File: config.mk
export PLATFORM = sky130hd
export DESIGN_NAME = sensor_reg_spi
export DESIGN_NICKNAME = d
export VERILOG_FILES = /design/src/rtl/sensor_reg_spi_pkg.sv /design/src/rtl/sensor_spi_sclk_gen.sv /design/src/rtl/sensor_spi_shifter.sv /design/src/rtl/sensor_reg_spi.sv
export SDC_FILE = /design/constraint.sdc
export NUM_CORES = 1
export LEC_CHECK = 0
export CAP_MARGIN = 10
export CORE_UTILIZATION = 35
export DETAILED_ROUTE_END_ITERATION = 8
export SLEW_MARGIN = 20
export SYNTH_ARGS = -nofsm -noshare
export SYNTH_HDL_FRONTEND = slang
export SYNTH_SLANG_ARGS = --single-unit
File: constraint.sdc
create_clock -name clk -period 3 [get_ports clk]
set_input_delay 0.6 -clock clk [delete_from_list [all_inputs] [get_ports clk]]
set_output_delay 0.6 -clock clk [all_outputs]
set_load 0.1 [all_outputs]
File: src/rtl/sensor_reg_spi_pkg.sv
package sensor_reg_spi_pkg;

    typedef enum logic [2:0] {
        S_IDLE,
        S_SETUP,
        S_SHIFT,
        S_GAP,
        S_DONE
    } ctl_state_t;

    // Word shifted out in the first frame of a request
    function automatic logic [15:0] first_frame(input logic wr, input logic [7:0] a,
                                                input logic [15:0] d);
        return wr ? {1'b1, a[6:0], d[7:0]} : {a, 8'h00};
    endfunction

    // Word shifted out in the second frame of a request
    function automatic logic [15:0] second_frame(input logic wr, input logic [7:0] a,
                                                 input logic [15:0] d);
        logic [6:0] nxt;
        nxt = a[6:0] + 7'd1;
        return wr ? {1'b1, nxt, d[15:8]} : 16'h0000;
    endfunction

endpackage

File: src/rtl/sensor_spi_sclk_gen.sv
module sensor_spi_sclk_gen #(
    parameter int DIV_W = 8
) (
    input  logic             clk,
    input  logic             rst_n,
    input  logic             en,
    input  logic [DIV_W-1:0] half_div,
    output logic             tick
);
    logic [DIV_W-1:0] cnt_q;

    assign tick = en && (cnt_q == half_div - DIV_W'(1));

    always_ff @(posedge clk or negedge rst_n) begin
        if (!rst_n)
            cnt_q <= '0;
        else if (!en || tick)
            cnt_q <= '0;
        else
            cnt_q <= cnt_q + DIV_W'(1);
    end


    tick_bound_chk: assert property (@(posedge clk) disable iff (!rst_n)
        en |-> (cnt_q < half_div));
endmodule

File: src/rtl/sensor_spi_shifter.sv
module sensor_spi_shifter #(
    parameter int WORD_W = 16
) (
    input  logic              clk,
    input  logic              rst_n,
    input  logic              load,
    input  logic [WORD_W-1:0] load_word,
    input  logic              drive,
    input  logic              sample,
    input  logic              miso,
    output logic              mosi,
    output logic [WORD_W-1:0] rx_word
);
    logic [WORD_W-1:0] tx_q;

    always_ff @(posedge clk or negedge rst_n) begin
        if (!rst_n) begin
            tx_q    <= '0;
            mosi    <= 1'b0;
            rx_word <= '0;
        end else begin
            if (load)
                tx_q <= load_word;
            else if (drive) begin
                mosi <= tx_q[WORD_W-1];
                tx_q <= {tx_q[WORD_W-2:0], 1'b0};
            end
            if (sample)
                rx_word <= {rx_word[WORD_W-2:0], miso};
        end
    end


    drive_sample_excl_chk: assert property (@(posedge clk) disable iff (!rst_n)
        !(drive && sample));
endmodule

File: src/rtl/sensor_reg_spi.sv
module sensor_reg_spi
    import sensor_reg_spi_pkg::*;
#(
    parameter int CYC_PER_US = 100,
    parameter int SETUP_US   = 1,
    parameter int STALL_US   = 20,
    parameter int DIV_W      = 8
) (
    input  logic             clk,
    input  logic             rst_n,
    input  logic [DIV_W-1:0] clk_div,
    input  logic             req_valid,
    output logic             req_ready,
    input  logic             req_write,
    input  logic [7:0]       req_addr,
    input  logic [15:0]      req_wdata,
    output logic             rsp_valid,
    output logic [15:0]      rsp_rdata,
    output logic             spi_csn,
    output logic             spi_sclk,
    output logic             spi_mosi,
    input  logic             spi_miso
);
    localparam int SETUP_CYC = CYC_PER_US * SETUP_US;
    localparam int STALL_CYC = CYC_PER_US * STALL_US;
    localparam int DLY_MAX   = (SETUP_CYC > STALL_CYC) ? SETUP_CYC : STALL_CYC;
    localparam int DLY_W     = $clog2(DLY_MAX + 1);
    localparam int HALVES    = 32;

    ctl_state_t       state_q, state_d;
    logic [DLY_W-1:0] dly_q;
    logic [5:0]       edge_q;
    logic             frame_q;
    logic             wr_q;
    logic [7:0]       addr_q;
    logic [15:0]      wdata_q;
    logic [DIV_W-1:0] div_q;
    logic             csn_q, sclk_q;
    logic [15:0]      rdata_q;
    logic [15:0]      rx_word;
    logic             tick, accept, setup_end, gap_end, shift_end;
    logic             sh_load, sh_drive, sh_sample;
    logic [15:0]      sh_word;

    assign accept    = (state_q == S_IDLE) && req_valid;
    assign setup_end = (state_q == S_SETUP) && (dly_q == DLY_W'(SETUP_CYC - 1));
    assign gap_end   = (state_q == S_GAP) && (dly_q == DLY_W'(STALL_CYC - 1));
    assign shift_end = (state_q == S_SHIFT) && tick && (edge_q == 6'(HALVES));

    assign sh_load   = accept || (gap_end && !frame_q);
    assign sh_word   = accept ? first_frame(req_write, req_addr, req_wdata)
                              : second_frame(wr_q, addr_q, wdata_q);
    assign sh_drive  = setup_end ||
                       ((state_q == S_SHIFT) && tick && !edge_q[0] && (edge_q != 6'(HALVES)));
    assign sh_sample = (state_q == S_SHIFT) && tick && edge_q[0];

    sensor_spi_sclk_gen #(.DIV_W(DIV_W)) u_sclk (
        .clk      (clk),
        .rst_n    (rst_n),
        .en       (state_q == S_SHIFT),
        .half_div (div_q),
        .tick     (tick)
    );

    sensor_spi_shifter #(.WORD_W(16)) u_shift (
        .clk       (clk),
        .rst_n     (rst_n),
        .load      (sh_load),
        .load_word (sh_word),
        .drive     (sh_drive),
        .sample    (sh_sample),
        .miso      (spi_miso),
        .mosi      (spi_mosi),
        .rx_word   (rx_word)
    );

    // Next-state logic
    always_comb begin
        state_d = state_q;
        unique case (state_q)
            S_IDLE:  if (accept)    state_d = S_SETUP;
            S_SETUP: if (setup_end) state_d = S_SHIFT;
            S_SHIFT: if (shift_end) state_d = S_GAP;
            S_GAP:   if (gap_end)   state_d = frame_q ? S_DONE : S_SETUP;
            S_DONE:                 state_d = S_IDLE;
            default:                state_d = S_IDLE;
        endcase
    end

    // State register
    always_ff @(posedge clk or negedge rst_n) begin
        if (!rst_n) state_q <= S_IDLE;
        else        state_q <= state_d;
    end

    // Datapath and pin registers
    always_ff @(posedge clk or negedge rst_n) begin
        if (!rst_n) begin
            dly_q   <= '0;
            edge_q  <= '0;
            frame_q <= 1'b0;
            wr_q    <= 1'b0;
            addr_q  <= '0;
            wdata_q <= '0;
            div_q   <= DIV_W'(1);
            csn_q   <= 1'b1;
            sclk_q  <= 1'b1;
            rdata_q <= '0;
        end else begin
            unique case (state_q)
                S_IDLE: if (accept) begin
                    wr_q    <= req_write;
                    addr_q  <= req_addr;
                    wdata_q <= req_wdata;
                    div_q   <= (clk_div == '0) ? DIV_W'(1) : clk_div;
                    frame_q <= 1'b0;
                    dly_q   <= '0;
                    csn_q   <= 1'b0;
                end
                S_SETUP: begin
                    dly_q <= dly_q + DLY_W'(1);
                    if (setup_end) begin
                        sclk_q <= 1'b0;
                        edge_q <= 6'd1;
                        dly_q  <= '0;
                    end
                end
                S_SHIFT: if (tick) begin
                    edge_q <= edge_q + 6'd1;
                    if (edge_q[0])
                        sclk_q <= 1'b1;
                    else if (edge_q != 6'(HALVES))
                        sclk_q <= 1'b0;
                    else begin
                        csn_q <= 1'b1;
                        dly_q <= '0;
                    end
                end
                S_GAP: begin
                    dly_q <= dly_q + DLY_W'(1);
                    if (gap_end) begin
                        dly_q <= '0;
                        if (!frame_q) begin
                            frame_q <= 1'b1;
                            csn_q   <= 1'b0;
                        end else if (!wr_q) begin
                            rdata_q <= rx_word;
                        end
                    end
                end
                S_DONE: ;
                default: ;
            endcase
        end
    end

    assign req_ready = (state_q == S_IDLE);
    assign rsp_valid = (state_q == S_DONE);
    assign rsp_rdata = rdata_q;
    assign spi_csn   = csn_q;
    assign spi_sclk  = sclk_q;

    // Cycles chip select has been high, saturating; starts saturated after reset
    localparam int GAP_W = $clog2(STALL_CYC + 1);
    logic [GAP_W-1:0] gap_cnt_q;
    always_ff @(posedge clk or negedge rst_n) begin
        if (!rst_n)                          gap_cnt_q <= GAP_W'(STALL_CYC);
        else if (!spi_csn)                   gap_cnt_q <= '0;
        else if (gap_cnt_q < GAP_W'(STALL_CYC)) gap_cnt_q <= gap_cnt_q + GAP_W'(1);
    end


    sclk_idle_chk: assert property (@(posedge clk) disable iff (!rst_n)
        spi_csn |-> spi_sclk);

    mosi_edge_chk: assert property (@(posedge clk) disable iff (!rst_n)
        !$stable(spi_mosi) |-> $fell(spi_sclk));

    stall_gap_chk: assert property (@(posedge clk) disable iff (!rst_n)
        $fell(spi_csn) |-> (gap_cnt_q >= GAP_W'(STALL_CYC)));

    busy_ready_chk: assert property (@(posedge clk) disable iff (!rst_n)
        !spi_csn |-> !req_ready);

    done_pulse_chk: assert property (@(posedge clk) disable iff (!rst_n)
        rsp_valid |=> !rsp_valid);

    rdata_hold_chk: assert property (@(posedge clk) disable iff (!rst_n)
        !$stable(rsp_rdata) |-> rsp_valid && !wr_q);
endmodule

==> impl_metrics.env, run 1 <==
export IMPL_rsz0062_at_grt="false"
export IMPL_timing_hold_ws_ps=227.5
export IMPL_reg2reg_slack_ps=360
export IMPL_regArea_mm2=0.002606
export IMPL_min_period_ps=2638
export IMPL_synth_async_sr_flop_share_pct=100.0
export IMPL_area_growth_pct=20.95
export IMPL_r2r_end="u_shift.rx_word[7]"
export IMPL_grt_pass1_vias=3661
export IMPL_syn_avg_cell_area_um2=10.34
export IMPL_r2r_start="div_q[0]"
export IMPL_drt_iter0_drc=268
export IMPL_maxCapViolations=0
export IMPL_finalClockSkew_ps=8.957
export IMPL_grtUsageTotal_pct=15.41
export IMPL_pwr_density_cell_mw_per_mm2=428.5
export IMPL_hold_path_class="in2async"
export IMPL_synth_edff_count=0
export IMPL_clock_latency_ps=360
export IMPL_seqPwrFrac_pct=53.6
export IMPL_root_buffer="clkbuf_16"
export IMPL_drt_wirelength_per_cell_um=14.32
export IMPL_grt_first_pass_wirelength_mm=17.90
export IMPL_netlist_area_mm2=0.005047
export IMPL_drtPass1Iterations=5
export IMPL_pwr_share_clk_pct=43.1
export IMPL_vias=3773
export IMPL_wirelength_mm=10.53
export IMPL_crit_type="reg2reg"
export IMPL_yosysWarnings=0
export IMPL_rr_worst_depth=9
export IMPL_synthDistinctLibCells=64
export IMPL_tightestPinTransition_ps=730.5
export IMPL_ant_nets=0
export IMPL_antennaDiodeCount=0
export IMPL_p_sw_uw=579.1
export IMPL_core_mm2=0.01399
export IMPL_gp_congestion=0.7837
export IMPL_place_ws_ps=70.17
export IMPL_synth_ff_type="dfrtp_1"
export IMPL_port_buffers=57
export IMPL_postCtsSetupBuffers=0
export IMPL_hpwl_mm=7.556
export IMPL_cp_start_kind="flop"
export IMPL_synth_fp_nets=531
export IMPL_drc=0
export IMPL_grt_overflow_total=0
export IMPL_dieArea_mm2=0.01490
export IMPL_combPwrFrac_pct=3.2
export IMPL_rows=43
export IMPL_fin_tns_setup_ps=0
export IMPL_synth_cells=488
export IMPL_slew_violations=0
export IMPL_cts_hold_buf=0
export IMPL_cts_tree="yes"
export IMPL_nets=593
export IMPL_status="finished, final reports clean"
export IMPL_synth_yosys_seq_area_share_pct=51.64
export IMPL_hold_violations=0
export IMPL_p_int_mw=2.037
export IMPL_max_clock_freq_ghz=0.3791
export IMPL_crit_path_start="div_q[0]"
export IMPL_htreeDepth=3
export IMPL_multi_input_area_mm2=0.002306
export IMPL_leakage_nw=2.888
export IMPL_top_level_ports=58
export IMPL_crit_path_max_fanout=17
export IMPL_cts_resized=0
export IMPL_crit_path_end="u_shift.rx_word[7]"
export IMPL_fillers=1382
export IMPL_p_sw_share_pct=22.14
export IMPL_fp_dieW_um=122.1
export IMPL_clock_sinks=104
export IMPL_final_layout_size_suffix_gt1_share_pct=20.54
export IMPL_fin_crit_sh_pct=87.93
export IMPL_endpoint_kind="flop"
export IMPL_clk_pin_slew_ps=70
export IMPL_max_slew_margin_pct=51.25
export IMPL_setup_viol=0
export IMPL_power_mw=2.616
export IMPL_ir_worst_vdd_uv=325.8
export IMPL_worstPathRequired_ps=3240
export IMPL_grt_max_degree=44
export IMPL_viasPerCell=5.133
export IMPL_critPathArrivalTime_ps=2880
export IMPL_clk_path_buf_depth=2
export IMPL_grt_antenna_before_repair=0
export IMPL_initial_core_util_pct=36.08
export IMPL_setup_ws_ps=362.2
export IMPL_cts_buffers=9
export IMPL_ys_ff_latch=104
export IMPL_fp_dieH_um=122.1
[cell type report]
cell class              count  area share (%)
well taps                 180           3.689
repair buffers             72           10.49
inverters                  12          0.7379
flip-flops and latches    104           42.69
multi-input cells         351           37.77
clock inverters             6          0.6969
clock buffers              10           3.915
[state kept, by name, indices dropped and copies added, names as in the netlist]
| register | flops |
|---|---|
| u_shift.tx_q | 16 |
| edge_q | 6 |
| spi_csn | 1 |
| rsp_rdata | 16 |
| frame_q | 1 |
| state_q | 3 |
| wr_q | 1 |
| addr_q | 7 |
| wdata_q | 8 |
| spi_sclk | 1 |
| u_shift.mosi | 1 |
| div_q | 8 |
| u_shift.rx_word | 16 |
| dly_q | 11 |
| u_sclk.cnt_q | 8 |
[per-layer routing]
layer / global-route usage [%] / vias to the layer above / routed length [um]
met4: 5.716 / 0 / 138
li1: - / 1839 / -
met5: 0 / - / 0
met1: 20.12 / 1864 / 4803
met3: 3.699 / 10 / 472
met2: 24.72 / 60 / 5114
[metrics by stage]
| stage | instance area (um2) | instances | utilization (%) |
|---|---|---|---|
| finish | 6105 | 735 | 43.64 |
| global placement | 5821 | 719 | 41.61 |
| detailed placement | 5821 | 719 | 41.61 |
| CTS | 6102 | 735 | 43.62 |
| global route | 6105 | 735 | 43.64 |
| floorplan | 5064 | 488 | - |
[cell families after synthesis]
kind of cell	Yosys count	synth area share, %
AO/OA/AOI/OAI	75	10.04
XOR/XNOR	20	3.471
adder cells (fa/ha/maj)	6	1.487
buffers and inverters	33	3.049
flip-flops	104	51.64
multiplexers	41	9.742
AND/OR/NAND/NOR	209	20.57
[cell usage after synthesis (5+ instances only)]
master	n	area [um2]
nand3_1	31	155.2
inv_1	12	45.04
a22oi_1	12	90.09
and3_1	9	56.30
ha_1	6	75.07
mux2_2	28	315.3
nand4_1	5	31.28
mux2_4	9	135.1
nor2_1	23	86.33
dfrtp_1	101	2527
o21ai_0	31	155.2
xor2_1	12	105.1
xnor2_1	8	70.07
nor3_1	6	30.03
buf_2	9	45.04
clkbuf_1	9	33.78
a21oi_1	7	35.03
nand2_1	97	364.1
[worst min path at each step]
stage                    end  slack, ps
6_report       rsp_rdata[15]        230
5_1_grt        rsp_rdata[15]        270
4_1_cts        rsp_rdata[13]        240
3_5_place_dp     wdata_q[10]        460
3_3_place_gp    u_shift.mosi        450
2_1_floorplan      addr_q[0]        300
[cell usage in the layout (no fill, tap or decap), types with 5 or more instances in the layout]
cell	count
dfrtp_1	101
nand2_1	97
buf_4	36
clkdlybuf4s50_1	35
nand3_1	31
o21ai_0	31
mux2_2	28
nor2_1	22
inv_1	12
xor2_1	12
a22oi_1	12
and3_1	9
mux2_4	9
clkbuf_16	9
xnor2_1	8
a21oi_1	7
ha_1	6
nor3_1	5
nand4_1	5
[power by group through the flow]
stage,registers [mW],logic (mW),clock network (mW)
finish,1.40,0.0846,1.13
global route,1.40,0.0938,1.22
CTS,1.40,0.0879,1.17
detailed placement,1.43,0.0875,0
global placement,1.43,0.0862,0
floorplan,1.43,0.00152,0
[critical path, stage by stage (launching register included)]
cell,delay (ps)
dfstp_2,580
inv_1,70
ha_1,300
xor2_1,140
o211ai_1,110
a211oi_1,320
o211ai_2,260
nor2_4,190
nand2_4,190
mux2_4,350
No activity file was read; power rests on OpenSTA's default activity.
==> run 2, diff against run 1 <==
- ABC_CLOCK_PERIOD_IN_PS: default -> 3000
- RECOVER_POWER: default -> 50
==> run 2 against run 1 <==
The run now ends with max-capacitance violations, max-slew violations left. Sequential share of layout area up 0.34 points. Worst hold slack gained 250 ps. Sequential power barely moved. Largest power group unchanged. Final area fell by 0.80%.
==> impl_metrics.env, run 2 (synthesis results as in run 1) <==
export IMPL_fp_dieW_um=122.1
export IMPL_slew_violations=43
export IMPL_crit_path_max_fanout=17
export IMPL_initial_core_util_pct=36.08
export IMPL_hp_start="wdata_q[10]"
export IMPL_root_buffer="clkbuf_16"
export IMPL_rsz0062_at_grt="false"
export IMPL_dp_cells=719
export IMPL_core_mm2=0.01399
export IMPL_cts_hold_buf=0
export IMPL_top_level_ports=58
export IMPL_drt_iter0_drc=267
export IMPL_crit_cells=9
export IMPL_grt_overflow_total=0
export IMPL_postCtsSetupBuffers=0
export IMPL_clk_path_buf_depth=2
export IMPL_power_mw=2.615
export IMPL_cp_start_kind="flop"
export IMPL_combPwrFrac_pct=3.2
export IMPL_cts_tree="yes"
export IMPL_fp_dieH_um=122.1
export IMPL_antennaDiodeCount=0
export IMPL_ant_nets=0
export IMPL_fin_cells=735
export IMPL_min_period_ps=2639
export IMPL_p_int_mw=2.036
export IMPL_drt_wirelength_per_cell_um=14.35
export IMPL_grt_pass1_vias=3661
export IMPL_crit_slowest_cell="dfstp_2"
export IMPL_p_sw_uw=578.4
export IMPL_crit_type="reg2reg"
export IMPL_grtUsageTotal_pct=15.41
export IMPL_grt_max_degree=44
export IMPL_vias=3756
export IMPL_clock_latency_ps=360
export IMPL_grt_antenna_before_repair=0
export IMPL_wirelength_mm=10.55
export IMPL_cts_buffers=9
export IMPL_ir_worst_vdd_uv=325.7
export IMPL_r2r_start="div_q[0]"
export IMPL_nets=593
export IMPL_status="complete, but fails checks"
export IMPL_cp_slowest_stage_delay_ps=580
export IMPL_clock_sinks=104
export IMPL_htreeDepth=3
export IMPL_endpoint_kind="flop"
export IMPL_whs_endpoint="wdata_q[10]"
export IMPL_dieArea_mm2=0.01490
export IMPL_maxCapViolations=1
export IMPL_final_common_cell="dfrtp_1"
export IMPL_viasPerCell=5.110
export IMPL_reg2reg_slack_ps=360
export IMPL_timing_hold_ws_ps=475.5
export IMPL_port_buffers=57
export IMPL_max_slew_margin_pct=-55.74
export IMPL_hold_path_class="reg2reg"
export IMPL_place_ws_ps=70.17
export IMPL_setup_viol=0
export IMPL_max_clock_freq_ghz=0.3789
export IMPL_drtPass1Iterations=4
export IMPL_rows=43
export IMPL_path_cells="inv_1 -> ha_1 -> xor2_1 -> o211ai_1 -> a211oi_1 -> o211ai_2 -> nor2_4 -> nand2_4 -> mux2_4"
export IMPL_critPathArrivalTime_ps=2880
export IMPL_clk_pin_slew_ps=70
export IMPL_cts_resized=0
export IMPL_critPathBufInv=1
export IMPL_tightestPinTransition_ps=2336
export IMPL_fin_tns_setup_ps=0
export IMPL_pwr_density_cell_mw_per_mm2=431.8
export IMPL_leakage_nw=2.847
export IMPL_hold_violations=0
export IMPL_crit_path_start="div_q[0]"
export IMPL_hpwl_mm=7.556
export IMPL_r2r_end="u_shift.rx_word[7]"
export IMPL_drc=0
export IMPL_violations="max-capacitance violations, max-slew violations"
export IMPL_fin_crit_sh_pct=87.97
export IMPL_gp_congestion=0.7837
export IMPL_path_delay_family="compound AO/OA/AOI/OAI gates"
export IMPL_final_layout_size_suffix_gt1_share_pct=18.56
export IMPL_area_growth_pct=19.98
export IMPL_seqPwrFrac_pct=53.6
export IMPL_setup_ws_ps=360.9
export IMPL_p_sw_share_pct=22.12
export IMPL_final_cell_mix="101 x dfrtp_1, 97 x nand2_1, 35 x clkdlybuf4s50_1, 31 x nand3_1, 31 x o21ai_0"
export IMPL_pwr_share_clk_pct=43.1
export IMPL_rr_worst_depth=9
export IMPL_grt_first_pass_wirelength_mm=17.90
export IMPL_finalClockSkew_ps=9.121
export IMPL_worstPathRequired_ps=3240
export IMPL_min_delay_path_depth=2
[run 2: changes by cell type in the layout (fill, tap and decap cells not counted)]
cell      change
clkbuf_1     +10
nor3_1        +1
nor3_4        -1
buf_4        -10
[run 2: worst max path at each step]
stage	endpoint	slack, ps
finish	u_shift.rx_word[7]	360
global route	spi_csn	130
CTS	u_shift.tx_q[8]	180
detailed placement	u_shift.tx_q[8]	70
global placement	u_shift.tx_q[8]	150
floorplan	u_shift.tx_q[10]	390
[run 2: layout make-up]
| cell class | instances | area [um2] |
|---|---|---|
| clock inverter | 6 | 42.54 |
| fill | 1393 | 7933 |
| timing repair buffer | 72 | 603.1 |
| clock buffer | 10 | 239.0 |
| tap | 180 | 225.2 |
| sequential | 104 | 2606 |
| inverter | 12 | 45.04 |
| multi-input combinational | 351 | 2295 |
[run 2: power groups by stage]
stage / clock network (mW) / logic, mW / registers, mW
floorplan: 0 / 0.00152 / 1.43
global placement: 0 / 0.0862 / 1.43
detailed placement: 0 / 0.0875 / 1.43
CTS: 1.17 / 0.0879 / 1.40
global route: 1.22 / 0.0936 / 1.40
finish: 1.13 / 0.0843 / 1.40
[run 2: stage by stage]
step	cell area [um2]	util, %
CTS	6102	43.62
global placement	5821	41.61
floorplan	5064	-
detailed placement	5821	41.61
global route	6056	43.29
finish	6056	43.29
[run 2: worst min-delay path: cells and delay by family, from the launching register on]
| family | cells | cell delay, ps |
|---|---|---|
| and+or+nand+nor | 2 | 100 |
| DFF | 1 | 340 |
[run 2: layer usage]
layer / up-vias / global-route usage (%) / routed length [um]
li1: 1836 / - / -
met5: - / 0 / 0
met3: 10 / 3.699 / 421
met2: 58 / 24.72 / 5102
met1: 1852 / 20.12 / 4884
met4: 0 / 5.716 / 138
